[config.mk]
export PLATFORM = sky130hd
export DESIGN_NAME = flash_op_engine
export DESIGN_NICKNAME = d
export VERILOG_FILES = /design/src/rtl/flash_op_pkg.sv /design/src/rtl/fop_timer.sv /design/src/rtl/fop_seq.sv /design/src/rtl/fop_status.sv /design/src/rtl/flash_op_engine.sv
export SDC_FILE = /design/constraint.sdc
export NUM_CORES = 1
export LEC_CHECK = 0
export BUFFER_PORTS_ARGS = -buffer_cell sky130_fd_sc_hd__buf_4
export CORE_UTILIZATION = 49
export CTS_CLUSTER_SIZE = 16
export DETAILED_ROUTE_END_ITERATION = 8
export GPL_ROUTABILITY_DRIVEN = 0
export GPL_TIMING_DRIVEN = 0
export HOLD_SLACK_MARGIN = 0.05
export PLACE_DENSITY = 0.83
export SYNTH_ARGS = -nofsm -noshare
export SYNTH_HDL_FRONTEND = slang
export SYNTH_SLANG_ARGS = --single-unit
[constraint.sdc]
create_clock -name clk_i -period 2.2 [get_ports clk_i]
set_clock_uncertainty 0.1 [all_clocks]
set_input_delay 0.11 -clock clk_i [delete_from_list [all_inputs] [get_ports clk_i]]
set_output_delay 0.11 -clock clk_i [all_outputs]
set_load 0.02 [all_outputs]
[src/rtl/flash_op_pkg.sv]
package flash_op_pkg;
  typedef enum logic [1:0] {OP_NONE = 2'b00, OP_PROG = 2'b01, OP_SERASE = 2'b10, OP_CERASE = 2'b11} op_e;
  typedef enum logic [1:0] {ST_IDLE, ST_PROG, ST_ERASE, ST_REFUSE} state_e;
  localparam logic [7:0] MFR_CODE  = 8'h40;
  localparam logic [7:0] ID_TOP    = 8'h01;
  localparam logic [7:0] ID_BOTTOM = 8'hA1;
  localparam logic [7:0] FILL_ZERO = 8'h00;
  localparam logic [7:0] FILL_ONE  = 8'hFF;

  function automatic int unsigned max3(int unsigned a, int unsigned b, int unsigned c);
    int unsigned m;
    m = (a > b) ? a : b;
    return (m > c) ? m : c;
  endfunction
endpackage

[src/rtl/fop_timer.sv]
module fop_timer #(
  parameter int unsigned CNT_W = 8
) (
  input  logic             clk_i,
  input  logic             rst_ni,
  input  logic             clr_i,
  input  logic             en_i,
  input  logic [CNT_W-1:0] lim_i,
  output logic             done_o
);
  logic [CNT_W-1:0] cnt_q;

  assign done_o = en_i && (cnt_q == lim_i);

  always_ff @(posedge clk_i or negedge rst_ni) begin
    if (!rst_ni)      cnt_q <= '0;
    else if (clr_i)   cnt_q <= '0;
    else if (en_i)    cnt_q <= done_o ? '0 : cnt_q + 1'b1;
  end
endmodule

[src/rtl/fop_seq.sv]
module fop_seq
  import flash_op_pkg::*;
#(
  parameter int unsigned ADDR_W        = 17,
  parameter int unsigned SECTOR_W      = 9,
  parameter int unsigned BOOT_SECTORS  = 16,
  parameter bit          TOP_BOOT      = 1'b1,
  parameter int unsigned PROG_CYCLES   = 16,
  parameter int unsigned PHASE_CYCLES  = 8,
  parameter int unsigned REFUSE_CYCLES = 4,
  localparam int unsigned SEC_IDX_W    = ADDR_W - SECTOR_W
) (
  input  logic                 clk_i,
  input  logic                 rst_ni,
  input  logic                 req_valid_i,
  input  logic [1:0]           req_op_i,
  input  logic [ADDR_W-1:0]    req_addr_i,
  input  logic [7:0]           req_data_i,
  input  logic                 boot_lock_i,
  input  logic [7:0]           arr_rdata_i,
  output logic                 busy_o,
  output logic                 start_o,
  output logic                 stat_b7_o,
  output logic                 prog_sel_o,
  output logic [ADDR_W-1:0]    prog_addr_o,
  output logic                 arr_we_o,
  output logic [7:0]           arr_wdata_o,
  output logic                 arr_fill_o,
  output logic [7:0]           arr_fill_val_o,
  output logic [SEC_IDX_W-1:0] arr_sector_o
);
  localparam int unsigned NUM_SECTORS = 1 << SEC_IDX_W;
  localparam int unsigned MAX_LIM     = max3(PROG_CYCLES, PHASE_CYCLES, REFUSE_CYCLES);
  localparam int unsigned CNT_W       = (MAX_LIM < 2) ? 1 : $clog2(MAX_LIM);
  localparam logic [CNT_W-1:0] PROG_LIM   = CNT_W'(PROG_CYCLES - 1);
  localparam logic [CNT_W-1:0] PHASE_LIM  = CNT_W'(PHASE_CYCLES - 1);
  localparam logic [CNT_W-1:0] REFUSE_LIM = CNT_W'(REFUSE_CYCLES - 1);
  localparam logic [SEC_IDX_W-1:0] LAST_SEC = SEC_IDX_W'(NUM_SECTORS - 1);

  state_e               state_q, state_d;
  logic [ADDR_W-1:0]    addr_q;
  logic [7:0]           data_q;
  logic [SEC_IDX_W-1:0] sec_q;
  logic                 phase_q, chip_q, lock_q, b7_q;
  logic                 accept, done, boot_req, boot_cur, skip_fill;
  logic [CNT_W-1:0]     lim;
  logic [SEC_IDX_W-1:0] req_sec;
  op_e                  op;

  assign op      = op_e'(req_op_i);
  assign req_sec = req_addr_i[ADDR_W-1:SECTOR_W];
  assign accept  = req_valid_i && (state_q == ST_IDLE) && (op != OP_NONE);

  generate
    if (TOP_BOOT) begin : g_top_boot
      assign boot_req = req_sec >= SEC_IDX_W'(NUM_SECTORS - BOOT_SECTORS);
      assign boot_cur = sec_q   >= SEC_IDX_W'(NUM_SECTORS - BOOT_SECTORS);
    end else begin : g_bottom_boot
      assign boot_req = req_sec < SEC_IDX_W'(BOOT_SECTORS);
      assign boot_cur = sec_q   < SEC_IDX_W'(BOOT_SECTORS);
    end
  endgenerate

  always_comb begin
    unique case (state_q)
      ST_PROG:  lim = PROG_LIM;
      ST_ERASE: lim = PHASE_LIM;
      default:  lim = REFUSE_LIM;
    endcase
  end

  fop_timer #(.CNT_W(CNT_W)) i_timer (
    .clk_i  (clk_i),
    .rst_ni (rst_ni),
    .clr_i  (accept),
    .en_i   (state_q != ST_IDLE),
    .lim_i  (lim),
    .done_o (done)
  );

  assign skip_fill = chip_q && lock_q && boot_cur;

  always_comb begin
    state_d = state_q;
    if (accept) begin
      unique case (op)
        OP_PROG:   state_d = (boot_lock_i && boot_req) ? ST_REFUSE : ST_PROG;
        OP_SERASE: state_d = (boot_lock_i && boot_req) ? ST_REFUSE : ST_ERASE;
        default:   state_d = ST_ERASE;
      endcase
    end else if (done) begin
      unique case (state_q)
        ST_ERASE: state_d = (phase_q && !(chip_q && sec_q != LAST_SEC)) ? ST_IDLE : ST_ERASE;
        default:  state_d = ST_IDLE;
      endcase
    end
  end

  always_ff @(posedge clk_i or negedge rst_ni) begin
    if (!rst_ni) begin
      state_q <= ST_IDLE;
      addr_q  <= '0;
      data_q  <= '0;
      sec_q   <= '0;
      phase_q <= 1'b0;
      chip_q  <= 1'b0;
      lock_q  <= 1'b0;
      b7_q    <= 1'b0;
    end else begin
      state_q <= state_d;
      if (accept) begin
        addr_q  <= req_addr_i;
        data_q  <= req_data_i;
        phase_q <= 1'b0;
        chip_q  <= (op == OP_CERASE);
        lock_q  <= boot_lock_i;
        sec_q   <= (op == OP_CERASE) ? '0 : req_sec;
        b7_q    <= (op == OP_PROG) ? ~req_data_i[7] : 1'b0;
      end else if (done && state_q == ST_ERASE) begin
        if (!phase_q) begin
          phase_q <= 1'b1;
        end else if (chip_q && sec_q != LAST_SEC) begin
          phase_q <= 1'b0;
          sec_q   <= sec_q + 1'b1;
        end
      end
    end
  end

  assign busy_o         = state_q != ST_IDLE;
  assign start_o        = accept;
  assign stat_b7_o      = b7_q;
  assign prog_sel_o     = state_q == ST_PROG;
  assign prog_addr_o    = addr_q;
  assign arr_we_o       = (state_q == ST_PROG) && done;
  assign arr_wdata_o    = data_q & arr_rdata_i;
  assign arr_fill_o     = (state_q == ST_ERASE) && done && !skip_fill;
  assign arr_fill_val_o = phase_q ? FILL_ONE : FILL_ZERO;
  assign arr_sector_o   = sec_q;
endmodule

[src/rtl/fop_status.sv]
module fop_status
  import flash_op_pkg::*;
#(
  parameter bit TOP_BOOT = 1'b1
) (
  input  logic       clk_i,
  input  logic       rst_ni,
  input  logic       busy_i,
  input  logic       start_i,
  input  logic       stat_b7_i,
  input  logic       rd_en_i,
  input  logic       autosel_i,
  input  logic [1:0] rd_addr_lo_i,
  input  logic       boot_lock_i,
  input  logic [7:0] arr_rdata_i,
  output logic [7:0] rd_data_o
);
  localparam logic [7:0] DEV_ID = TOP_BOOT ? ID_TOP : ID_BOTTOM;

  logic       tog_q;
  logic [7:0] rd_q, id_byte, rd_d;

  always_comb begin
    if (rd_addr_lo_i[0])      id_byte = DEV_ID;
    else if (rd_addr_lo_i[1]) id_byte = {7'b0, boot_lock_i};
    else                      id_byte = MFR_CODE;
  end

  always_comb begin
    if (busy_i)         rd_d = {stat_b7_i, tog_q, 6'b0};
    else if (autosel_i) rd_d = id_byte;
    else                rd_d = arr_rdata_i;
  end

  always_ff @(posedge clk_i or negedge rst_ni) begin
    if (!rst_ni) begin
      tog_q <= 1'b0;
      rd_q  <= '0;
    end else begin
      if (start_i)                tog_q <= 1'b0;
      else if (rd_en_i && busy_i) tog_q <= ~tog_q;
      if (rd_en_i) rd_q <= rd_d;
    end
  end

  assign rd_data_o = rd_q;
endmodule

[src/rtl/flash_op_engine.sv]
module flash_op_engine
  import flash_op_pkg::*;
#(
  parameter int unsigned ADDR_W        = 17,
  parameter int unsigned SECTOR_W      = 9,
  parameter int unsigned BOOT_SECTORS  = 16,
  parameter bit          TOP_BOOT      = 1'b1,
  parameter int unsigned PROG_CYCLES   = 16,
  parameter int unsigned PHASE_CYCLES  = 8,
  parameter int unsigned REFUSE_CYCLES = 4,
  localparam int unsigned SEC_IDX_W    = ADDR_W - SECTOR_W
) (
  input  logic                 clk_i,
  input  logic                 rst_ni,
  input  logic                 req_valid_i,
  input  logic [1:0]           req_op_i,
  input  logic [ADDR_W-1:0]    req_addr_i,
  input  logic [7:0]           req_data_i,
  input  logic                 boot_lock_i,
  input  logic                 rd_en_i,
  input  logic [ADDR_W-1:0]    rd_addr_i,
  input  logic                 autosel_i,
  output logic [7:0]           rd_data_o,
  output logic                 busy_o,
  output logic [ADDR_W-1:0]    arr_addr_o,
  input  logic [7:0]           arr_rdata_i,
  output logic                 arr_we_o,
  output logic [7:0]           arr_wdata_o,
  output logic                 arr_fill_o,
  output logic [7:0]           arr_fill_val_o,
  output logic [SEC_IDX_W-1:0] arr_sector_o
);
  logic              start, stat_b7, prog_sel;
  logic [ADDR_W-1:0] prog_addr;

  fop_seq #(
    .ADDR_W(ADDR_W), .SECTOR_W(SECTOR_W), .BOOT_SECTORS(BOOT_SECTORS), .TOP_BOOT(TOP_BOOT),
    .PROG_CYCLES(PROG_CYCLES), .PHASE_CYCLES(PHASE_CYCLES), .REFUSE_CYCLES(REFUSE_CYCLES)
  ) i_seq (
    .clk_i          (clk_i),
    .rst_ni         (rst_ni),
    .req_valid_i    (req_valid_i),
    .req_op_i       (req_op_i),
    .req_addr_i     (req_addr_i),
    .req_data_i     (req_data_i),
    .boot_lock_i    (boot_lock_i),
    .arr_rdata_i    (arr_rdata_i),
    .busy_o         (busy_o),
    .start_o        (start),
    .stat_b7_o      (stat_b7),
    .prog_sel_o     (prog_sel),
    .prog_addr_o    (prog_addr),
    .arr_we_o       (arr_we_o),
    .arr_wdata_o    (arr_wdata_o),
    .arr_fill_o     (arr_fill_o),
    .arr_fill_val_o (arr_fill_val_o),
    .arr_sector_o   (arr_sector_o)
  );

  // array port is borrowed for the read-modify-write while programming
  assign arr_addr_o = prog_sel ? prog_addr : rd_addr_i;

  fop_status #(.TOP_BOOT(TOP_BOOT)) i_status (
    .clk_i        (clk_i),
    .rst_ni       (rst_ni),
    .busy_i       (busy_o),
    .start_i      (start),
    .stat_b7_i    (stat_b7),
    .rd_en_i      (rd_en_i),
    .autosel_i    (autosel_i),
    .rd_addr_lo_i (rd_addr_i[1:0]),
    .boot_lock_i  (boot_lock_i),
    .arr_rdata_i  (arr_rdata_i),
    .rd_data_o    (rd_data_o)
  );
endmodule

; Word-level counts from Yosys, hierarchy flattened
; Index checks and enable logic that the tools add are counted.
[word_totals]
register_bits = 52
out_inout_bits = 52
inputBits = 58
[op_classes]
n_mux = 29
n_reduce_logical = 24
add_sub_neg = 2
n_lt_le_gt_ge = 2
bitwise = 3
n_eq_ne = 7
[ops]
columns = cell, count
row1 = 8-bit two-way mux, 8
row2 = 17-bit two-way mux, 1
row3 = "8-bit greater-or-equal comparator, second input constant", 2
row4 = 2-bit nonzero test, 8
row5 = 7-bit two-way mux, 2
row6 = 1-bit logical AND, 12
row7 = 4-bit two-way mux, 3
row8 = 2-bit two-way mux, 5
row9 = "8-bit by 1-bit adder with 8-bit output, second input constant", 1
row10 = 8-bit AND, 1
row11 = 1-bit two-way mux, 8
row12 = "8-bit != test, second input constant", 1
row13 = 4-bit one-hot mux with 2 select lines, 1
row14 = "2-bit == test, second input constant", 3
row15 = "4-bit by 1-bit adder with 4-bit output, second input constant", 1
row16 = "2-bit by 1-bit == test with 1-bit output, second input constant", 2
row17 = 4-bit == test, 1
row18 = 2-bit one-hot mux with 2 select lines, 1
row19 = 3-bit AND reduction, 1
row20 = 1-bit zero test, 2
row21 = 2-bit zero test, 1
row22 = 1-bit NOT, 2

; Longest topological paths before layout
; Gate-level depths: netlist (run 1).
[depth]
word_depth = 8
mapped_depth = 9
ltp_nobuf = 7

; By module
; A second synthesis (run 1) with hierarchy kept.
[unflattened]
hier_cells = 312
hier_area_um2 = 2884.0
[by_module_without_submodules]
columns = mod, cells_each, area_per_inst_um2, n_inst, seq_area_each_um2
row1 = fop_seq, 219, 1950.6, 1, 975.9
row2 = fop_status, 42, 397.9, 1, 225.2
row3 = fop_timer, 32, 275.3, 1, 100.1
row4 = flash_op_engine, 19, 260.2, 1, 0.0

; Worst setup path before layout (run 1)
; Ideal clock, no wire load.
[synth_timing]
path_type = register to register
start = reg i_seq.state_q[1]
end = reg i_seq.i_timer.cnt_q[3]
period_less_slack_ns = 1.906
t_arrival_ns = 1.728
path_buffers = 2
slack_ns = 0.294
setup_ns = 0.078
required_ns = 2.022
path_stages_with_launch = 9
path_cell_list = dfrtp_1 inv_1 ha_1 buf_6 xnor2_2 and3_1 buf_6 or4_1 a21oi_1
[synth_between]
elab_chain_cells = 7
word_cells_on_any_way = 13
[synth_lines]
columns = element, line
row1 = start: declaration, fop_seq.sv:40  ; state_e state_q, state_d;
row2 = start signal: assignment, fop_seq.sv:110  ; state_q <= state_d;
row3 = 2-bit == test / 2-bit by 1-bit == test with 1-bit output (equally long branches), fop_seq.sv:65  ; unique case (state_q)
row4 = 4-bit one-hot mux with 2 select lines, fop_seq.sv:65
row5 = 4-bit == test, fop_timer.sv:13  ; assign done_o = en_i && (cnt_q == lim_i);
row6 = 1-bit logical AND, fop_timer.sv:13
row7 = 4-bit two-way mux (2 in series), fop_timer.sv:18  ; else if (en_i) cnt_q <= done_o ? '0 : cnt_q + 1'b1;
row8 = 4-bit two-way mux, fop_timer.sv:17  ; else if (clr_i) cnt_q <= '0;
row9 = end signal: assignment, fop_timer.sv:18
row10 = end: declaration, fop_timer.sv:11  ; logic [CNT_W-1:0] cnt_q;
; Several ways; a longest one is shown, not always the timed one. The select of a mux whose other input is x is not followed.
; A chain may end at the register's enable or synchronous reset.

; Worst setup path in the final report (run 1)
[layout_timing]
start = reg i_seq.state_q[0]
end = out arr_fill_o
[layout_between]
elab_chain_cells = 6
word_cells_on_any_way = 8
[layout_lines]
columns = element, line
row1 = 2-bit == test / 2-bit by 1-bit == test with 1-bit output (equally long branches), "fop_seq.sv:65, fop_seq.sv:137"
row2 = 4-bit one-hot mux with 2 select lines, fop_seq.sv:65
row3 = 4-bit == test, fop_timer.sv:13
row4 = 1-bit logical AND, fop_timer.sv:13
row5 = 1-bit logical AND (*) (2 in series), fop_seq.sv:137  ; assign arr_fill_o = (state_q == ST_ERASE) && done && !skip_fill;
row6 = end: declaration, flash_op_engine.sv:29  ; output logic arr_fill_o,
; Every way passes the cells marked *; elsewhere a longest branch is shown, timed or not.

==> results of run 1 <==
[logic make-up (layout without fill, tap and decap cells)]
group / count (synthesis) / after routing
AND/OR/NAND/NOR: 144 / 144
flip-flops: 52 / 52
AO/OA/AOI/OAI: 38 / 38
buffers and inverters: 34 / 193
multiplexers: 20 / 20
XOR/XNOR: 11 / 11
adder cells (fa/ha/maj): 9 / 9
[path summary, 6_finish.rpt]
path,from,end
max,i_seq.state_q[0]$_DFFE_PN0P_,arr_fill_o
max in group asynchronous,rst_ni,i_seq.prog_addr_o[10]$_DFFE_PN0P_
max reg2reg,i_seq.state_q[0]$_DFFE_PN0P_,i_status.rd_data_o[7]$_DFFE_PN0P_
min in group asynchronous,rst_ni,i_status.rd_data_o[3]$_DFFE_PN0P_
min,req_op_i[1],i_seq.arr_sector_o[2]$_DFFE_PN0P_
min reg2reg,i_seq.data_q[0]$_DFFE_PN0P_,i_seq.data_q[0]$_DFFE_PN0P_
[metal layers]
metal / track usage, % / vias up / part of all wire (%)
met4: 15.5 / 0 / 4.8
met1: 34.0 / 1367 / 37
met2: 52.9 / 155 / 53
li1: - / 1333 / -
met3: 4.59 / 44 / 5.2
met5: 0 / - / 0
[cells in the mapped netlist, drive strengths merged, types with 2 or more instances]
cell | count | area [µm²]
dfrtp | 52 | 1300
ha | 9 | 113
nor4 | 3 | 25.0
mux2 | 19 | 214
nand2 | 95 | 357
inv | 12 | 45.0
o22ai | 5 | 31.3
nor2 | 10 | 37.5
buf | 11 | 86.3
nand3 | 8 | 40.0
xnor2 | 10 | 95.1
nor3 | 5 | 25.0
o32ai | 2 | 17.5
and3 | 2 | 12.5
o21ai | 9 | 45.0
clkbuf | 11 | 41.3
nor2b | 3 | 18.8
nand3b | 2 | 15.0
a21oi | 14 | 70.1
a31oi | 3 | 18.8
nand4 | 2 | 18.8
and2 | 9 | 56.3
[through the flow]
stage | util (%) | power [W]
floorplan | - | 0.00310
global placement | 67.4 | 0.00388
detailed placement | 67.4 | 0.00399
CTS | 75.8 | 0.00460
global route | 77.1 | 0.00501
finish | 77.1 | 0.00471
[layout make-up]
class	count	area share (%)
plain buffers	22	3.11
clock buffers	6	1.72
clock inverters	1	0.119
inverters	12	1.07
multi-input cells	222	31.8
flip-flops and latches	52	30.8
well taps	72	2.14
repair buffers	152	29.2
[state kept, by name, summed over array words and instances, names as in the netlist]
| name | cells |
|---|---|
| i_seq.stat_b7_o | 1 |
| i_seq.chip_q | 1 |
| i_seq.i_timer.cnt_q | 4 |
| i_seq.data_q | 8 |
| i_seq.state_q | 2 |
| i_seq.arr_sector_o | 8 |
| i_status.tog_q | 1 |
| i_seq.phase_q | 1 |
| i_seq.prog_addr_o | 17 |
| i_seq.lock_q | 1 |
| i_status.rd_data_o | 8 |
[placed cells by master (no fill, tap or decap), drive strengths merged]
master	n
ha	9
nor2	10
mux2i	1
or2	1
o32ai	2
o2bb2ai	1
nor3	5
nand3	8
or4	1
xor2	1
a22o	1
nor2b	3
nor3b	1
a21oi	14
o31ai	1
dlygate4sd3	36
a31oi	3
dfrtp	52
o22ai	5
xnor2	10
mux2	19
nand2b	1
buf	126
o21ai	9
and2	9
nor4	3
o2111ai	1
and3	2
and4	1
nand2	95
nand4	2
inv	12
a32oi	1
nand3b	2
clkbuf	18
clkinv	1
[worst max-delay path: stages (launching register included)]
cell     delay (ns)
dfrtp_1        0.38
inv_2          0.06
ha_1           0.33
xnor2_2        0.17
and3_4         0.20
buf_6          0.12
nand2_1        0.08
nor2_2         0.11
buf_4          0.14
[power by group through the flow]
| stage | Clock (W) | Combinational [W] | Sequential [W] |
|---|---|---|---|
| 4_1_cts | 0.000518 | 0.00239 | 0.00169 |
| 3_3_place_gp | 0 | 0.00219 | 0.00169 |
| 6_report | 0.000519 | 0.00248 | 0.00171 |
| 5_1_grt | 0.000572 | 0.00268 | 0.00176 |
| 3_5_place_dp | 0 | 0.00228 | 0.00171 |
| 2_1_floorplan | 0 | 0.00134 | 0.00176 |
[what timing repair did]
action	CTS	global route
gates resized for setup	3	8
hold buffers	36	0
hold endpoints to repair	94	0
pin swaps	0	2
setup buffers	1	6
setup endpoints to repair	10	10
==> impl_metrics.tcl, run 1 <==
set metrics [dict create \
    die_w_um 77.3 \
    drive_gt1_share_pct 35.1 \
    clock_latency_ns 0.31 \
    initial_core_util_pct 50.8 \
    syn_nets 375 \
    syn_avg_cell_area_um2 9.03 \
    max_freq_ghz 0.472 \
    yosysWarnings 0 \
    finalCritPeriodShare_pct 96.3 \
    rows 27 \
    io_pins 110 \
    grt_overflow 0 \
    cts_tree "built" \
    dp_cells 489 \
    ff_latch_area_mm2 0.00130 \
    synth_area_mm2 0.00278 \
    multi_input_area_mm2 0.00134 \
    cts_num_sinks 52 \
    ir_drop_uv 564 \
    arrival_ns 1.91 \
    postLayoutCellArea_mm2 0.00422 \
    final_hold_viol_count 0 \
    portBuffers 109 \
    fillers 354 \
    place_ws_ns 0.0889 \
    clk_pin_slew_ns 0.09 \
    rsz0062_at_grt "no" \
    root_buffer "clkbuf_8" \
    place_hpwl_um 5530 \
    critPathKind "flip-flop to primary output" \
    die_h_um 77.3 \
    r2r_slack_ns 0.10 \
    synth_cells 308 \
    final_cells 539 \
    p_comb_share_pct 52.7 \
    total_leakage_power_nw 2.09 \
    vias_per_cell 5.38 \
    seqPwrFrac_pct 36.3 \
    synth_cell_type_count 39 \
    period_needed_ns 2.12 \
    finalWorstSetupSlack_ns 0.0809 \
    critPathRequiredTime_ns 1.99 \
    synthMuxAreaShare_pct 8.05 \
    internal_power_w 0.00275 \
    start_kind "flip-flop" \
    setup.worst_path.end_class "primary output" \
    ys_seq_area_share_pct 46.8 \
    synth_xor_area_share_pct 3.73 \
    finalHoldWorstSlack_ns 0.134 \
    yosys.area_share.simple_pct 23.1 \
    power.density_mw_per_mm2 1120 \
    relSlewSlack_pct 54.9 \
    nets 534 \
    firstDrtPassIters 5 \
    slew_viol_final 0 \
    synth_edf_count 0 \
    core_area_mm2 0.00547 \
    clock_power_share_pct 11.0 \
    drt_iter0_drc 243 \
    antenna_left 0 \
    ys.flop_type "dfrtp_1" \
    fp.dieArea_mm2 0.00598 \
    placed_area_mm2 0.00369 \
    htreeDepth 2 \
    antenna_found_initial 0 \
    async_reset_ff_share_pct 100 \
    syn_to_final_growth_pct 51.7 \
    synth_top_family_by_area "simple AND/OR/NAND/NOR gates" \
    status "completed" \
    synth_fa_ha_area_share_pct 4.05 \
    setup_viol 0 \
    drc 0 \
    vias 2899 \
    swShare_pct 41.7 \
    wl_um 8520 \
    worstHoldPathType "input port to flip-flop" \
    grt_max_degree 53 \
    synth_seq_cells 52 \
    worst_slew_pin_slew_ns 0.676 \
    clk_path_buf_depth 2 \
    cts_buffers 5 \
    grt_pass1_vias 2957 \
    maxCapViolCount 0 \
    finalSetupTns_ns 0 \
    synth-compound-area-share_pct 8.10 \
    wl_per_cell_um 15.8 \
    r2r_cells 6 \
    diodes 0 \
    switchingPower_w 0.00196 \
    grt_usage_pct 29.6 \
    cp_max_fo 9 \
    min_path_cells 3 \
    grt_pass1_wl_um 13800 \
]
Power figures use the tool's default switching activity.
==> run 2: changes to the inputs <==
Settings changed: CELL_PAD_IN_SITES_DETAIL_PLACEMENT set to 1, CELL_PAD_IN_SITES_GLOBAL_PLACEMENT set to 2, CORE_UTILIZATION 49 to 28.
==> impl_metrics.tcl, run 2 (synthesized netlist as in run 1, its figures left out) <==
set metrics [dict create \
    max_freq_ghz 0.466 \
    fillers 1178 \
    die_w_um 102 \
    root_buffer "clkbuf_8" \
    drive_gt1_share_pct 34.9 \
    firstDrtPassIters 4 \
    largest_reg_flops 17 \
    worstSetupEndpoint "arr_fill_o" \
    worstHoldPathType "input port to flip-flop" \
    initial_core_util_pct 28.7 \
    critPathRequiredTime_ns 1.99 \
    ir_drop_uv 372 \
    arrival_ns 1.93 \
    antenna_found_initial 0 \
    critPathKind "flip-flop to primary output" \
    wl_um 8830 \
    grt_pass1_wl_um 14100 \
    cp_max_fo 10 \
    cts_num_sinks 52 \
    antenna_left 0 \
    maxCapViolCount 0 \
    r2r-end "i_seq.arr_sector_o[7]$_DFFE_PN0P_" \
    diodes 0 \
    total_leakage_power_nw 2.08 \
    final_hold_viol_count 0 \
    nets 530 \
    fp.dieArea_mm2 0.0103 \
    slew_viol_final 0 \
    setup_viol 0 \
    relSlewSlack_pct 53.6 \
    crit_path_max_incr_delay_ns 0.39 \
    finalCritPeriodShare_pct 97.5 \
    r2r_cells 7 \
    grt_pass1_vias 2868 \
    cp_slowest_cell "dfrtp_1" \
    place_hpwl_um 6490 \
    drt_iter0_drc 90 \
    syn_to_final_growth_pct 54.0 \
    vias_per_cell 4.59 \
    core_area_mm2 0.00968 \
    start_kind "flip-flop" \
    final_cell_mix "buf_4 (120), nand2_1 (95), dfrtp_1 (52), dlygate4sd3_1 (36), mux2_2 (19)" \
    finalHoldWorstSlack_ns 0.104 \
    dp_cells 550 \
    power.density_mw_per_mm2 1100 \
    io_pins 110 \
    cts_buffers 5 \
    setup.worst_path.end_class "primary output" \
    rsz0062_at_grt "yes" \
    portBuffers 109 \
    die_h_um 102 \
    htreeDepth 2 \
    cts_tree "built" \
    layout_commonest_cell "buf_4" \
    grt_usage_pct 17.6 \
    clock_latency_ns 0.30 \
    regToRegStartpoint "i_seq.state_q[0]$_DFFE_PN0P_" \
    drc 0 \
    worst_slew_pin_slew_ns 0.695 \
    vias 2729 \
    wl_per_cell_um 14.9 \
    clk_path_buf_depth 2 \
    final_cells 594 \
    grt_max_degree 53 \
    startpoint "i_seq.state_q[0]$_DFFE_PN0P_" \
    period_needed_ns 2.14 \
    rows 36 \
    r2r_slack_ns 0.09 \
    status "completed" \
    crit_chain "inv_1 > ha_4 > xnor2_2 > and3_1 > buf_6 > nand2_1 > nor2_2 > buf_4" \
    clk_pin_slew_ns 0.09 \
    grt_overflow 0 \
]
==> run 2: repair_timing <==
action	4_1_cts	5_1_grt
pin swaps	0	2
hold endpoints to repair	96	0
hold buffers	36	0
endpoints found under the setup margin	11	33
setup buffers	1	2
resized for setup	4	12
==> run 2: worst max-delay path, delay by kind of cell, from the launching register on <==
family / cells / cell delay [ns]
xor gates and xnor gates: 1 / 0.15
adders and majority gates: 1 / 0.23
buffers and inverters: 3 / 0.43
DFF: 1 / 0.39
and+or+nand+nor: 3 / 0.42
==> run 2: area by class of cell <==
cell class / count / area, µm² / share of cell area, %
Multi-Input combinational cell: 222 / 1370 / 31.9
Buffer: 22 / 134 / 3.12
Clock buffer: 5 / 68.8 / 1.61
Timing Repair Buffer: 148 / 1200 / 28.0
Sequential cell: 52 / 1300 / 30.4
Inverter: 12 / 45.0 / 1.05
Tap cell: 133 / 166 / 3.88
==> run 2: worst min-delay path by stage <==
stage	to	slack, ns	start	cells past startpoint
finish	i_seq.arr_sector_o[2]$_DFFE_PN0P_	0.10	req_op_i[1]	3
floorplan	i_seq.arr_sector_o[0]$_DFFE_PN0P_	-0.29	rst_ni	0
CTS	i_seq.arr_sector_o[2]$_DFFE_PN0P_	0.10	req_op_i[1]	3
global route	i_seq.arr_sector_o[2]$_DFFE_PN0P_	0.14	req_op_i[1]	3
detailed placement	i_seq.phase_q$_DFFE_PN0P_	0.11	rst_ni	1
global placement	i_seq.i_timer.cnt_q[3]$_DFFE_PN0P_	0.11	rst_ni	1
==> run 2: per-stage QoR <==
stage / cell area, µm² / setup slack (ns) / utilization (%) / TNS, ns / power (W)
4_1_cts: 4220 / 0.0117 / 43.5 / 0 / 0.00466
6_report: 4280 / 0.0555 / 44.2 / 0 / 0.00469
3_5_place_dp: 3770 / 0.0524 / 38.9 / 0 / 0.00404
2_1_floorplan: 2780 / 0.294 / - / 0 / 0.00310
3_3_place_gp: 3770 / 0.104 / 38.9 / 0 / 0.00397
5_1_grt: 4280 / -0.0644 / 44.2 / -0.250 / 0.00503
==> run 2: power by group <==
part | switching [W] | total [W] | internal [W]
clock network | 0.000299 | 0.000505 | 0.000207
logic | 0.00131 | 0.00248 | 0.00116
registers | 0.000341 | 0.00171 | 0.00137
total | 0.00195 | 0.00469 | 0.00274
==> run 2: metal layers <==
| layer | up-vias | wire length, µm | global-route usage, % |
|---|---|---|---|
| met4 | 0 | 53 | 3.01 |
| met3 | 6 | 236 | 2.42 |
| li1 | 1317 | - | - |
| met1 | 1357 | 3710 | 21.7 |
| met5 | - | 0 | 0 |
| met2 | 49 | 4820 | 33.0 |
==> run 3: changes to the inputs <==
Settings changed: PLACE_DENSITY 0.83 to 0.81, SYNTH_HIERARCHICAL set to 1.
==> impl_metrics.tcl, run 3 <==
set metrics [dict create \
    status "finished, violations left" \
    violations "setup timing" \
    ys_seq_area_share_pct 45.1 \
    total_leakage_power_nw 2.25 \
    synth_top_area_share_pct 45.1 \
    setup.worst_path.end_class "flip-flop" \
    fp.dieArea_mm2 0.0107 \
    layout_commonest_cell "buf_4" \
    worst_slew_pin_slew_ns 0.712 \
    clk_path_buf_depth 2 \
    period_needed_ns 2.25 \
    htreeDepth 2 \
    grt_overflow 0 \
    cp_slowest_cell "dfrtp_1" \
    wl_per_cell_um 15.4 \
    critPathRequiredTime_ns 2.30 \
    synth_area_leaders "dfrtp_1 (45%), nand2_1 (12%), mux2_4 (5.2%)" \
    ys.flop_type "dfrtp_1" \
    power.density_mw_per_mm2 1050 \
    finalCritPeriodShare_pct 102 \
    startpoint "i_seq/state_q[0]$_DFFE_PN0P_" \
    grt_usage_pct 18.0 \
    critPathKind "flip-flop to flip-flop" \
    arrival_ns 2.35 \
    crit_family "simple AND/OR/NAND/NOR gates" \
    cp_max_fo 4 \
    grt_pass1_wl_um 14600 \
    rows 36 \
    root_buffer "clkbuf_8" \
    drt_iter0_drc 64 \
    worstHoldPathType "input port to flip-flop" \
    crit_chain "inv_2 > ha_4 > xnor2_2 > nand4_2 > nor2_4 > buf_4 > nand4_1 > nor4b_2 > xnor2_1 > o21ai_1" \
    ir_drop_uv 385 \
    yosysMostFrequentCell "nand2_1" \
    core_area_mm2 0.00986 \
    synth_cell_type_count 47 \
    max_freq_ghz 0.445 \
    async_reset_ff_share_pct 100 \
    cts_buffers 5 \
    synth_common_cells "nand2_1 (91), dfrtp_1 (52), nand3_1 (15)" \
    die_h_um 103 \
    syn_to_final_growth_pct 59.3 \
    final_cells 619 \
    finalWorstSetupSlack_ns -0.0465 \
    cts_tree "built" \
    setup_viol 4 \
    final_hold_viol_count 0 \
    vias_per_cell 4.62 \
    wl_um 9510 \
    antenna_found_initial 1 \
    nets 551 \
    regToRegStartpoint "i_seq/state_q[0]$_DFFE_PN0P_" \
    firstDrtPassIters 4 \
    synth_area_mm2 0.00288 \
    portBuffers 109 \
    antenna_left 0 \
    grt_max_degree 53 \
    drive_gt1_share_pct 37.3 \
    critPathBufInv 2 \
    crit_path_max_incr_delay_ns 0.43 \
    die_w_um 103 \
    syn_avg_cell_area_um2 9.24 \
    synth_cells 312 \
    io_pins 110 \
    cts_num_sinks 52 \
    slew_viol_final 0 \
    start_kind "flip-flop" \
    yosysWarnings 6 \
    largest_reg_flops 17 \
    rsz0062_at_grt "yes" \
    final_cell_mix "buf_4 (125), nand2_1 (91), dfrtp_1 (52), dlygate4sd3_1 (44), nand3_1 (15)" \
    maxCapViolCount 0 \
    place_hpwl_um 6360 \
    initial_core_util_pct 29.2 \
    synth_edf_count 0 \
    clock_latency_ns 0.32 \
    vias 2860 \
    yosysTopAreaCell "dfrtp_1" \
    drc 0 \
    synth_seq_cells 52 \
    clk_pin_slew_ns 0.10 \
    dp_cells 555 \
    hp-start "rd_addr_i[1]" \
    relSlewSlack_pct 52.5 \
    grt_pass1_vias 2845 \
    finalHoldWorstSlack_ns 0.0997 \
]
## run 3: cell count changes after synthesis, sizes merged, moves of 3 or more
cell | before | now
nand2 | 95 | 91
nor3 | 5 | 1
nand3 | 8 | 17
o21ai | 9 | 16
and3 | 2 | 5
nor2b | 3 | 0
xnor2 | 10 | 6
nor4 | 3 | 0
a21oi | 14 | 11
clkbuf | 11 | 5
xor2 | 1 | 4
## run 3: through the flow
stage	setup WS [ns]	util (%)	TNS (ns)	area [µm²]	power, W
floorplan	0.00712	-	0	2910	0.00304
detailed placement	-0.232	39.5	-0.545	3890	0.00390
finish	-0.0465	46.6	-0.106	4600	0.00483
CTS	-0.0239	46.0	-0.0562	4540	0.00479
global route	-0.173	46.6	-0.984	4600	0.00518
global placement	-0.179	39.5	-0.291	3890	0.00382
## run 3: kinds of logic after synthesis
logic type / after synthesis / share of synthesized area (%)
mux: 19 / 8.63
fa+ha+maj: 9 / 3.90
flops: 52 / 45.1
xor+xnor: 10 / 3.04
compound gates: 41 / 8.72
other cells: 1 / 0.130
simple gates: 146 / 23.9
buf+inv: 34 / 6.51
## run 3: where the power goes
group | switching [W] | total [W] | internal, W
clock network | 0.000343 | 0.000680 | 0.000337
logic | 0.00128 | 0.00244 | 0.00115
registers | 0.000356 | 0.00171 | 0.00136
## run 3: path summary, 6_finish.rpt
check | depth (start not counted) | endpoint | slack, ns
setup / recovery | 10 | i_seq/arr_sector_o[6]$_DFFE_PN0P_ | -0.05
hold / removal | 4 | i_status/rd_data_o[6]$_DFFE_PN0P_ | 0.1
setup reg to reg | 10 | i_seq/arr_sector_o[6]$_DFFE_PN0P_ | -0.05
hold reg to reg | 2 | i_seq/prog_addr_o[1]$_DFFE_PN0P_ | 0.38
max in group asynchronous | 2 | i_seq/prog_addr_o[14]$_DFFE_PN0P_ | 1.21
min in group asynchronous | 2 | i_seq/data_q[2]$_DFFE_PN0P_ | 0.27
## run 3: final cells by class
class / count / area, µm²
buffer: 18 / 129
multi-input combinational: 227 / 1470
clock inverter: 3 / 42.5
sequential: 52 / 1300
clock buffer: 5 / 68.8
inverter: 16 / 63.8
timing repair buffer: 164 / 1360
tap: 133 / 166
fill: 1163 / 5270
antenna: 1 / 2.50
## run 3: worst reg2reg max path: cells and delay by family (launching register included)
kind	cells	cell delay (ns)
XOR/XNOR	2	0.28
AO/OA/AOI/OAI	1	0.08
AND/OR/NAND/NOR	4	0.75
buffers and inverters	2	0.22
flip-flops	1	0.43
adder cells (fa/ha/maj)	1	0.29
## run 3: routing by layer
layer / global-route usage [%] / vias to the layer above / share of wire [%]
li1: - / 1374 / -
met1: 22.0 / 1394 / 43
met2: 32.2 / 78 / 52
met3: 2.96 / 14 / 4.3
met4: 5.42 / 0 / 1.2
met5: 0 / - / 0
## run 3: what timing repair did
| action | CTS | global route |
|---|---|---|
| hold buffers | 44 | 0 |
| gates resized for setup | 4 | 12 |
| hold endpoints to repair | 94 | 0 |
| pin swaps | 3 | 3 |
| buffers inserted | 8 | 3 |
| setup endpoints to repair | 10 | 17 |
